`src/rtl/mw_pkg.sv`:
```
package mw_pkg;
  typedef enum logic [2:0] {
    ST_IDLE, ST_HDR, ST_READ, ST_DATA, ST_ARMED, ST_DONE
  } mw_state_e;

  typedef enum logic [1:0] {
    PG_WORD_WR, PG_WORD_ER, PG_ALL_WR, PG_ALL_ER
  } pg_op_e;

  localparam logic [1:0] OPC_EXT   = 2'b00;
  localparam logic [1:0] OPC_WRITE = 2'b01;
  localparam logic [1:0] OPC_READ  = 2'b10;
  localparam logic [1:0] OPC_ERASE = 2'b11;

  localparam logic [1:0] EXT_DIS   = 2'b00;
  localparam logic [1:0] EXT_WRALL = 2'b01;
  localparam logic [1:0] EXT_ERALL = 2'b10;
  localparam logic [1:0] EXT_EN    = 2'b11;
endpackage

```
`src/rtl/mw_sync.sv`:
```
module mw_sync #(
  parameter int W      = 3,
  parameter int STAGES = 2
) (
  input  logic         clk,
  input  logic         rst_n,
  input  logic [W-1:0] d_i,
  output logic [W-1:0] q_o
);
  logic [W-1:0] chain [STAGES];

  for (genvar g = 0; g < STAGES; g++) begin : g_stage
    always_ff @(posedge clk or negedge rst_n) begin
      if (!rst_n)      chain[g] <= '0;
      else if (g == 0) chain[g] <= d_i;
      else             chain[g] <= chain[(g == 0) ? 0 : g-1];
    end
  end

  assign q_o = chain[STAGES-1];
endmodule

```
`src/rtl/mw_prog_timer.sv`:
```
module mw_prog_timer #(
  parameter int PROG_CYCLES = 40,
  localparam int CYC_W = $clog2(PROG_CYCLES + 1)
) (
  input  logic clk,
  input  logic rst_n,
  input  logic start_i,
  output logic busy_o,
  output logic done_o
);
  localparam logic [CYC_W-1:0] LOAD = CYC_W'(PROG_CYCLES);
  logic [CYC_W-1:0] cnt;

  always_ff @(posedge clk or negedge rst_n) begin
    if (!rst_n)                       cnt <= '0;
    else if (start_i && cnt == '0)    cnt <= LOAD;
    else if (cnt != '0)               cnt <= cnt - 1'b1;
  end

  assign busy_o = (cnt != '0);
  assign done_o = (cnt == CYC_W'(1));


  cnt_range_chk: assert property (@(posedge clk) disable iff (!rst_n)
    cnt <= LOAD);

  start_busy_chk: assert property (@(posedge clk) disable iff (!rst_n)
    start_i |=> busy_o);

  done_idle_chk: assert property (@(posedge clk) disable iff (!rst_n)
    (done_o && !start_i) |=> !busy_o);
endmodule

```
`src/rtl/mw_cmd_decoder.sv`:
```
module mw_cmd_decoder
  import mw_pkg::*;
#(
  parameter int ADDR_W = 6,
  parameter int DATA_W = 16,
  localparam int HDR_W = 2 + ADDR_W,
  localparam int CNT_W = $clog2((HDR_W > DATA_W) ? HDR_W : DATA_W) + 1
) (
  input  logic              clk,
  input  logic              rst_n,
  input  logic              cs_s,
  input  logic              sk_s,
  input  logic              din_s,
  input  logic              busy_i,
  input  logic [DATA_W-1:0] rd_word_i,
  output logic [ADDR_W-1:0] rd_addr_o,
  output logic              prog_start_o,
  output pg_op_e            prog_op_o,
  output logic [ADDR_W-1:0] prog_addr_o,
  output logic [DATA_W-1:0] prog_data_o,
  output logic              dout_o
);
  mw_state_e         st;
  logic              sk_q, cs_q, wen, stat_flag, dout_q;
  logic [CNT_W-1:0]  cnt;
  logic [HDR_W-1:0]  hdr;
  logic [DATA_W-1:0] shreg;
  logic [HDR_W-1:0]  hdr_next;
  logic [1:0]        opc, ext;
  logic              sk_rise, cs_fall;

  assign sk_rise   = sk_s & ~sk_q;
  assign cs_fall   = ~cs_s & cs_q;
  assign hdr_next  = {hdr[HDR_W-2:0], din_s};
  assign opc       = hdr_next[HDR_W-1 -: 2];
  assign ext       = hdr_next[ADDR_W-1 -: 2];
  assign rd_addr_o = hdr_next[ADDR_W-1:0];

  always_ff @(posedge clk or negedge rst_n) begin
    if (!rst_n) begin
      st <= ST_IDLE; sk_q <= 1'b0; cs_q <= 1'b0; wen <= 1'b0;
      stat_flag <= 1'b0; dout_q <= 1'b0; cnt <= '0; hdr <= '0;
      shreg <= '0; prog_start_o <= 1'b0; prog_op_o <= PG_WORD_WR;
      prog_addr_o <= '0; prog_data_o <= '0;
    end else begin
      sk_q <= sk_s;
      cs_q <= cs_s;
      prog_start_o <= 1'b0;
      if (cs_fall && st == ST_ARMED && wen) begin
        prog_start_o <= 1'b1;
        stat_flag    <= 1'b1;
      end
      if (!cs_s) begin
        st <= ST_IDLE; cnt <= '0; dout_q <= 1'b0;
      end else if (sk_rise) begin
        unique case (st)
          ST_IDLE: if (din_s && !busy_i) begin
            st <= ST_HDR; cnt <= '0; stat_flag <= 1'b0;
          end
          ST_HDR: begin
            hdr <= hdr_next;
            cnt <= cnt + 1'b1;
            if (cnt == CNT_W'(HDR_W - 1)) begin
              cnt <= '0;
              prog_addr_o <= rd_addr_o;
              unique case (opc)
                OPC_READ:  begin st <= ST_READ; shreg <= rd_word_i; dout_q <= 1'b0; end
                OPC_WRITE: begin st <= ST_DATA; prog_op_o <= PG_WORD_WR; end
                OPC_ERASE: begin st <= ST_ARMED; prog_op_o <= PG_WORD_ER; end
                default: unique case (ext)
                  EXT_EN:    begin wen <= 1'b1; st <= ST_DONE; end
                  EXT_DIS:   begin wen <= 1'b0; st <= ST_DONE; end
                  EXT_ERALL: begin st <= ST_ARMED; prog_op_o <= PG_ALL_ER; end
                  default:   begin st <= ST_DATA; prog_op_o <= PG_ALL_WR; end
                endcase
              endcase
            end
          end
          ST_READ: begin
            dout_q <= shreg[DATA_W-1];
            shreg  <= {shreg[DATA_W-2:0], 1'b0};
          end
          ST_DATA: begin
            prog_data_o <= {prog_data_o[DATA_W-2:0], din_s};
            cnt <= cnt + 1'b1;
            if (cnt == CNT_W'(DATA_W - 1)) st <= ST_ARMED;
          end
          default: ;
        endcase
      end
    end
  end

  assign dout_o = (st == ST_IDLE && stat_flag) ? ~busy_i : dout_q;


  cs_low_idle_chk: assert property (@(posedge clk) disable iff (!rst_n)
    !cs_s |=> st == ST_IDLE);

  busy_hold_chk: assert property (@(posedge clk) disable iff (!rst_n)
    (busy_i && st == ST_IDLE) |=> st == ST_IDLE);

  read_dummy_chk: assert property (@(posedge clk) disable iff (!rst_n)
    (st == ST_READ && $past(st) == ST_HDR) |-> dout_o == 1'b0);

  start_on_fall_chk: assert property (@(posedge clk) disable iff (!rst_n)
    prog_start_o |-> ($past(cs_q) && !$past(cs_s)));
endmodule

```
`src/rtl/mw_eeprom_slave.sv`:
```
module mw_eeprom_slave
  import mw_pkg::*;
#(
  parameter int ADDR_W      = 6,
  parameter int DATA_W      = 16,
  parameter int PROG_CYCLES = 40,
  parameter int SYNC_STAGES = 2,
  localparam int WORDS = 1 << ADDR_W
) (
  input  logic clk,
  input  logic rst_n,
  input  logic cs_i,
  input  logic sclk_i,
  input  logic din_i,
  output logic dout_o,
  output logic dout_oe_o
);
  logic [2:0]        sync_q;
  logic              cs_s, sk_s, din_s;
  logic              busy, done, prog_start;
  pg_op_e            prog_op;
  logic [ADDR_W-1:0] rd_addr, prog_addr;
  logic [DATA_W-1:0] prog_data, rd_word;
  logic [DATA_W-1:0] mem [WORDS];

  mw_sync #(.W(3), .STAGES(SYNC_STAGES)) u_sync (
    .clk(clk), .rst_n(rst_n), .d_i({cs_i, sclk_i, din_i}), .q_o(sync_q));
  assign {cs_s, sk_s, din_s} = sync_q;

  mw_cmd_decoder #(.ADDR_W(ADDR_W), .DATA_W(DATA_W)) u_dec (
    .clk(clk), .rst_n(rst_n), .cs_s(cs_s), .sk_s(sk_s), .din_s(din_s),
    .busy_i(busy), .rd_word_i(rd_word), .rd_addr_o(rd_addr),
    .prog_start_o(prog_start), .prog_op_o(prog_op),
    .prog_addr_o(prog_addr), .prog_data_o(prog_data), .dout_o(dout_o));

  mw_prog_timer #(.PROG_CYCLES(PROG_CYCLES)) u_timer (
    .clk(clk), .rst_n(rst_n), .start_i(prog_start),
    .busy_o(busy), .done_o(done));

  assign rd_word   = mem[rd_addr];
  assign dout_oe_o = cs_s;

  always_ff @(posedge clk or negedge rst_n) begin
    if (!rst_n) begin
      for (int i = 0; i < WORDS; i++) mem[i] <= '0;
    end else if (done) begin
      unique case (prog_op)
        PG_WORD_WR: mem[prog_addr] <= prog_data;
        PG_WORD_ER: mem[prog_addr] <= '1;
        PG_ALL_WR:  for (int i = 0; i < WORDS; i++) mem[i] <= prog_data;
        default:    for (int i = 0; i < WORDS; i++) mem[i] <= '1;
      endcase
    end
  end


  erall_fill_chk: assert property (@(posedge clk) disable iff (!rst_n)
    (done && prog_op == PG_ALL_ER) |=> (mem[0] == '1 && mem[WORDS-1] == '1));

  oe_low_chk: assert property (@(posedge clk) disable iff (!rst_n)
    !$past(cs_i) && !cs_s |-> !dout_oe_o);
endmodule

```
`config.mk`:
```
export PLATFORM = sky130hd
export DESIGN_NAME = mw_eeprom_slave
export DESIGN_NICKNAME = d
export VERILOG_FILES = /design/src/rtl/mw_pkg.sv /design/src/rtl/mw_sync.sv /design/src/rtl/mw_prog_timer.sv /design/src/rtl/mw_cmd_decoder.sv /design/src/rtl/mw_eeprom_slave.sv
export SDC_FILE = /design/constraint.sdc
export NUM_CORES = 2
export LEC_CHECK = 0
export CAP_MARGIN = 20
export CORE_MARGIN = 4
export CORE_UTILIZATION = 41
export CTS_CLUSTER_DIAMETER = 100
export DETAILED_ROUTE_END_ITERATION = 7
export PLACE_DENSITY = 0.56
export SLEW_MARGIN = 20
export SYNTH_ARGS = -nofsm -noshare
export SYNTH_HDL_FRONTEND = slang
export SYNTH_SLANG_ARGS = --single-unit
```
`constraint.sdc`:
```
create_clock -name clk -period 3.05 [get_ports clk]
set_clock_uncertainty 0.15 [all_clocks]
set_input_delay 0.915 -clock clk [delete_from_list [all_inputs] [get_ports clk]]
set_output_delay 0.915 -clock clk [all_outputs]
set_load 0.05 [all_outputs]
```
## After elaboration in Yosys (flattened, before gate mapping)

Index checks and enable logic that the tools add are counted.

| cells by class | value |
|---|---|
| add/sub/neg operators | 2 |
| reductions and logical operators | 26 |
| eq/ne operators | 24 |
| shift operators | 0 |
| $lt $le $gt $ge | 3 |
| divide/modulo/power cells | 0 |
| multipliers | 0 |
| bitwise gates (word level) | 10 |
| multiplexer cells | 40 |

Operators with widths:

| cell | number |
|---|---|
| one-hot mux 1024 bit (3 select lines) | 1 |
| bitwise mux 1024 bit | 1 |
| OR 1024 bit | 1 |
| binary-select mux 16 bit (select 6 bit) | 1 |
| demux 16 bit (select 6 bit) | 1 |
| 2-to-1 mux 16 bit | 5 |
| one-hot mux 16 bit (2 select lines) | 1 |
| 2-to-1 mux 5 bit | 4 |
| one-hot mux 3 bit (3 select lines) | 2 |
| 2-to-1 mux 3 bit | 5 |
| one-hot mux 5 bit (3 select lines) | 1 |
| >= comparator 7 bit, second input constant | 2 |
| inverter 6 -> 7 bit | 2 |
| 2-to-1 mux 6 bit | 2 |
| inequality test 3 x 2 -> 1 bit, second input constant | 4 |
| AND reduction 6 bit | 2 |
| 2-to-1 mux 1 bit | 11 |
| == test 2 bit, second input constant | 5 |
| AND reduction 5 bit | 2 |
| AND reduction 3 bit | 3 |
| AND reduction 4 bit | 2 |
| < comparator 7 x 1 -> 1 bit, second input constant | 1 |
| == test 3 x 2 -> 1 bit, second input constant | 2 |
| == test 6 x 1 -> 1 bit, second input constant | 1 |
| other kinds (25) | 43 |

| storage, ports and cells | value |
|---|---|
| bits in writable memories | 0 |
| bits of input ports | 5 |
| word-level logic and storage cells | 185 |
| bits in latches | 0 |
| memories kept | 0 |
| output and inout bits | 2 |
| memory bits (read-only) | 0 |
| register bits after elaboration | 1,097 |

## Longest topological paths before layout

| depth | value |
|---|---|
| word-level depth | 9 |
| depth in mapped cells | 11 |

## Modules after synthesis

A second synthesis with hierarchy kept.

| unflattened totals | value |
|---|---|
| cells, all modules | 4,556 |
| area total of the unflattened synthesis | 49,253.5 um^2 |

Modules (own cells, without submodules):

| module | area an instance (um^2) | cells each | times used |
|---|---|---|---|
| mw_eeprom_slave | 45,761.4 | 4,287 | 1 |
| mw_cmd_decoder | 2,954.1 | 226 | 1 |
| mw_prog_timer | 365.4 | 34 | 1 |
| mw_sync | 172.7 | 9 | 1 |

## Worst setup path after synthesis

OpenSTA, ideal clock, no wires.

| path | value |
|---|---|
| kind | flip-flop to output port |
| from | register u_timer.cnt[2] |
| to | output port dout_o |
| path slack | -0.082 ns |
| arrival time | 2.067 ns |
| cell stages (with the launch flop) | 4 |
| cell sequence | dfrtp_1 -> nor4_1 -> nand2_1 -> o21ai_0 |

| on the way | value |
|---|---|
| word-level cells in the longest chain between the ends | 3 |

Ends and longest elaborated chain:

| what | line | source |
|---|---|---|
| start, declared | mw_prog_timer.sv:12 | `logic [CYC_W-1:0] cnt;` |
| start signal, assigned | mw_prog_timer.sv:17 | `else if (cnt != '0) cnt <= cnt - 1'b1;` |
| nonzero test 6 bit | mw_prog_timer.sv:20 | `assign busy_o = (cnt != '0);` |
| inverter 1 bit | mw_cmd_decoder.sv:94 | `assign dout_o = (st == ST_IDLE && stat_flag) ? ~busy_i : dout_q;` |
| 2-to-1 mux 1 bit | mw_cmd_decoder.sv:94 |  |
| end, declared | mw_eeprom_slave.sv:15 | `output logic dout_o,` |

Every way passes these cells.

## Final worst setup path

| path | value |
|---|---|
| from | register u_dec.hdr[1] |
| to | register u_dec.shreg[2] |

| on the way | value |
|---|---|
| word-level cells in the longest chain between the ends | 7 |

Ends and longest elaborated chain:

| what | line | source |
|---|---|---|
| start, declared | mw_cmd_decoder.sv:26 | `logic [HDR_W-1:0] hdr;` |
| start signal, assigned | mw_cmd_decoder.sv:61 | `hdr <= hdr_next;` |
| inverter 6 -> 7 bit (implied by the code) | mw_eeprom_slave.sv:40 | `assign rd_word = mem[rd_addr];` |
| binary-select mux 16 bit (select 6 bit) | mw_eeprom_slave.sv:40 |  |
| 2-to-1 mux 16 bit (implied by the code) (2 in a row) | mw_eeprom_slave.sv:40 |  |
| 2-to-1 mux 16 bit | mw_cmd_decoder.sv:66 | `unique case (opc)` |
| 2-to-1 mux 16 bit | mw_cmd_decoder.sv:63 | `if (cnt == CNT_W'(HDR_W - 1)) begin` |
| one-hot mux 16 bit (2 select lines) | mw_cmd_decoder.sv:56 | `unique case (st)` |
| end signal, assigned | mw_cmd_decoder.sv:81 | `shreg <= {shreg[DATA_W-2:0], 1'b0};` |
| end, declared | mw_cmd_decoder.sv:27 | `logic [DATA_W-1:0] shreg;` |

Every way passes these cells. The select of a mux whose other input is x is not followed.
A chain may end at the register's enable or synchronous reset.

==> reports/qor_table.md <==
| Step | Item | This run |
| --- | --- | --- |
| status | Outcome | finished clean |
| worst setup path | Type of element capturing the critical path | flip-flop |
| clocking | Cts hold-fix bufs | 0 |
| place | Port Buffer Count | 6 |
| sta | Final sum of negative setup slack | 0 ns |
| yosys | Synthesized flop and latch total | 1097 |
| worst setup path | Arrival time worst endpoint | 3.43 ns |
| sta | Setup repair after global routing missed its margin | true |
| routing | Iteration-0 DRC count of the detailed router | 3027 |
| worst setup path | CP max FO | 45 |
| yosys | Sequential fraction of the synthesis area | 57.1% |
| sta | Hold violation total from the final report | 0 |
| routing | Avg Vias per Cell | 5.57 |
| yosys | Top post-synthesis cells by count | sky130_fd_sc_hd__nor2_1, sky130_fd_sc_hd__a21oi_1, sky130_fd_sc_hd__dfrtp_1 |
| sta | Total count of max-transition violations in the final report | 0 |
| grt | Overall Global Routing Usage | 23.0% |
| yosys | Number of nets in the synthesized netlist | 4630 |
| yosys | Post-synthesis instance area | 0.0481 mm^2 |
| routing | Routed wire length | 140000 um |
| floorplan | # rows | 125 |
| finish | Synthesis-to-finish area growth | 14.5% |
| run | Max-cap violation count | 0 |
| yosys | Most numerous cell in the Yosys netlist | sky130_fd_sc_hd__nor2_1 |
| grt | Via count of the first global-routing pass | 33900 |
| sta | Final period utilization | 98.8% |
| finish | Final standard cell area without fillers | 0.0550 mm^2 |
| routing | Number of detailed-routing iterations run before antenna repair | 6 |
| routing | Via Count | 34400 |
| grt | Wire length of the first global-routing pass | 215000 um |
| sta | Final setup violation count | 0 |
| place | Worst setup slack after placement | 0.0125 ns |
| yosys | Cell taking the most area after synthesis | sky130_fd_sc_hd__dfrtp_1 |
| floorplan | Core ar. | 0.116 mm^2 |
| routing | Number of design rule violations left after detail routing | 0 |
| sta | Achievable frequency | 332 MHz |
| floorplan | Height of the die | 350 um |
| finish | Final nets | 4576 |
| clocking | TritonCTS clock tree | yes |
| grt | Pin count of the biggest net entering global routing | 96 |
| worst setup path | Crit path launch type | flip-flop |
| clocking | Clock insertion delay at the later pin of the skew report | 0.70 ns |
| worst setup path | Cells traversed along the worst timing path | buf_12 > mux4_2 > nand2_1 > o21ai_0 > or4_1 > a31oi_1 > o31ai_1 |
| yosys | Average cell area after synthesis | 10.4 um^2 |
| worst setup path | Logic depth of the worst register-to-register path | 7 |
| yosys | Number of distinct library cells after synthesis | 53 |
| floorplan | Die X | 350 um |
| worst setup path | Cell class contributing the biggest share of worst-path delay | simple AND/OR/NAND/NOR gates |
| yosys | Syn. warnings | 0 |
| floorplan | Initial core utilization | 41.3% |
| clocking | Number of CTS-inserted buffers | 116 |
| pwr | Total leakage power | 25.0 nW |
| floorplan | Die Area | 0.123 mm^2 |
| clocking | # clock sinks | 1097 |
| worst setup path | Buffering stage count on the worst path with inverters included | 1 |
| worst setup path | Crit. path cell count | 7 |
| worst setup path | Largest stage delay on the critical path | 0.63 ns |
| hold path | Type of the worst min-delay path | primary input to async pin |
| yosys | Cells after Synth | 4613 |
| finish | Layout fillers | 10800 |
| sta | Final critical delay including setup and external delays | 3.01 ns |
| pwr | Power per Cell Area | 632 mW/mm^2 |
| clocking | Clk slew on worst S/H paths | 0.06 ns |
| yosys | Post-synth EDFFs | 0 |
| sta | Final setup margin | 0.0374 ns |
| worst setup path | Critical path type | flip-flop to flip-flop |
| floorplan | Number of placed I/O pins | 7 |
| worst setup path | Required time of the worst setup path | 3.46 ns |
| sta | Slew HR | 41.0% |
| place | Area post-placement | 0.0510 mm^2 |
| grt | Initial antenna violation count | 4 |
| clocking | H-tree level count | 3 |
| routing | Number of routed nets with antenna violations | 0 |
| finish | Share of post-route cells with drive strength above 1 | 16.8% |
| clocking | CTS Root Buffer Type | sky130_fd_sc_hd__clkbuf_16 |
| finish | Core utilization of the finished layout | 47.3% |
| yosys | Dominant synthesized flop cell | sky130_fd_sc_hd__dfrtp_1 |
| sta | Worst Tran Pin Value | 0.883 ns |
| yosys | Top area cells in the synthesized netlist | sky130_fd_sc_hd__dfrtp_1, sky130_fd_sc_hd__a21oi_1, sky130_fd_sc_hd__mux4_2 |
| place | Placer's final routability congestion estimate | 0.881 |
| yosys | Async S/R FF share, synth | 100% |
| pwr | Maximum ir drop on the vdd rail | 446 uV |
| yosys | Fraction of synthesized cell area taken by the top area cell type | 57.1% |
| grt | Congestion Overflow GR | 0 |
| routing | Post-DR wirelength/cell | 22.6 um |
| clocking | Clk buf depth | 3 |
| worst setup path | Slowest-stage cell, CP | sky130_fd_sc_hd__or4_1 |
| place | Post-DP HPWL | 90500 um |
==> worst paths after layout <==
| path | startpoint | endpoint | slack (ns) |
|---|---|---|---|
| setup / recovery | u_dec.hdr[1]$_DFFE_PN0P_ | u_dec.shreg[2]$_DFFE_PN0P_ | 0.04 |
| hold / removal | rst_n | mem[751]$_DFFE_PN0P_ | 0.05 |
| setup reg to reg | u_dec.hdr[1]$_DFFE_PN0P_ | u_dec.shreg[2]$_DFFE_PN0P_ | 0.04 |
| hold reg to reg | u_sync.chain[5]$_DFF_PN0_ | u_sync.q_o[2]$_DFF_PN0_ | 0.20 |
| max in group asynchronous | rst_n | u_sync.q_o[0]$_DFF_PN0_ | 1.50 |
| min in group clk | u_sync.chain[5]$_DFF_PN0_ | u_sync.q_o[2]$_DFF_PN0_ | 0.20 |
==> state kept, by name, indices dropped and copies added (netlist names) <==
name,count
u_sync.chain,3
u_dec.stat_flag,1
u_timer.cnt,6
u_sync.q_o,3
u_dec.hdr,7
u_dec.st,3
u_dec.dout_q,1
u_dec.cnt,5
u_dec.prog_op_o,2
u_dec.sk_q,1
u_dec.prog_data_o,16
u_dec.shreg,16
u_dec.prog_start_o,1
mem,1024
u_dec.prog_addr_o,6
u_dec.cs_q,1
u_dec.wen,1
==> metal layers <==
metal | global-route usage (%) | part of all wire [%] | vias up
met1 | 33.8 | 45 | 17300
li1 | - | - | 15900
met2 | 34.6 | 45 | 1007
met4 | 6.95 | 2.8 | 2
met3 | 4.46 | 7.0 | 204
met5 | 0 | 0.0072 | -
==> cells in the final DEF (no fill, tap or decap), drive strengths merged, types with 12 or more instances in the layout <==
cell type,n
nor2,1140
nand2,138
nand3,27
o22ai,14
inv,28
clkbuf,163
a21oi,1135
nor3,23
a22oi,58
mux2i,97
buf,241
o21ai,36
a31oi,33
mux2,46
clkinv,26
ha,12
mux4,206
dfrtp,1097
==> cell families (layout without fill, tap and decap cells) <==
logic type / count (synthesis) / count (layout) / synth area share, %
multiplexers: 349 / 349 / 12.7
AND/OR/NAND/NOR: 1386 / 1386 / 11.4
AO/OA/AOI/OAI: 1320 / 1320 / 14.5
buffers and inverters: 445 / 479 / 3.94
other: 0 / 3 / 0
XOR/XNOR: 4 / 4 / 0.0729
flip-flops: 1097 / 1097 / 57.1
adder cells (fa/ha/maj): 12 / 12 / 0.312
==> final cells by class <==
type,instances,area (um^2),share of cell area [%]
Multi-Input combinational cell,3071,19100,34.7
Timing Repair Buffer,245,2500,4.55
Inverter,28,105,0.191
Antenna cell,3,7.51,0.0136
Tap cell,1524,1910,3.46
Clock buffer,163,3400,6.18
Clock inverter,43,558,1.01
Sequential cell,1097,27500,49.9
==> power breakdown <==
| part | switching, W | leakage, nW | total (W) | internal, W |
|---|---|---|---|---|
| logic | 0.00352 | 7.74 | 0.00540 | 0.00188 |
| clock network | 0.00596 | 1.95 | 0.0146 | 0.00867 |
| registers | 0.000166 | 15.3 | 0.0148 | 0.0146 |
==> stage by stage <==
stage	hold WS, ns	total power [W]	std cells
after global placement	0.192	0.0204	5962
after floorplan	0.181	0.0180	4613
after CTS	0.00716	0.0351	6171
after global routing	0.0277	0.0360	6171
after detailed placement	0.191	0.0204	5963
final	0.0512	0.0348	6174
==> worst reg2reg max path, cell delays in order (launching register included) <==
cell	delay [ns]
sky130_fd_sc_hd__dfrtp_4	0.49
sky130_fd_sc_hd__buf_12	0.33
sky130_fd_sc_hd__mux4_2	0.62
sky130_fd_sc_hd__nand2_1	0.08
sky130_fd_sc_hd__o21ai_0	0.27
sky130_fd_sc_hd__or4_1	0.63
sky130_fd_sc_hd__a31oi_1	0.21
sky130_fd_sc_hd__o31ai_1	0.09
==> repair_timing <==
item	in CTS	in global routing
buffers inserted	2	0
cloned	0	0
endpoints found under the setup margin	1	11
pin swaps	2	1
resized for setup	7	8
Note: power is estimated with default switching activity, not from simulation.
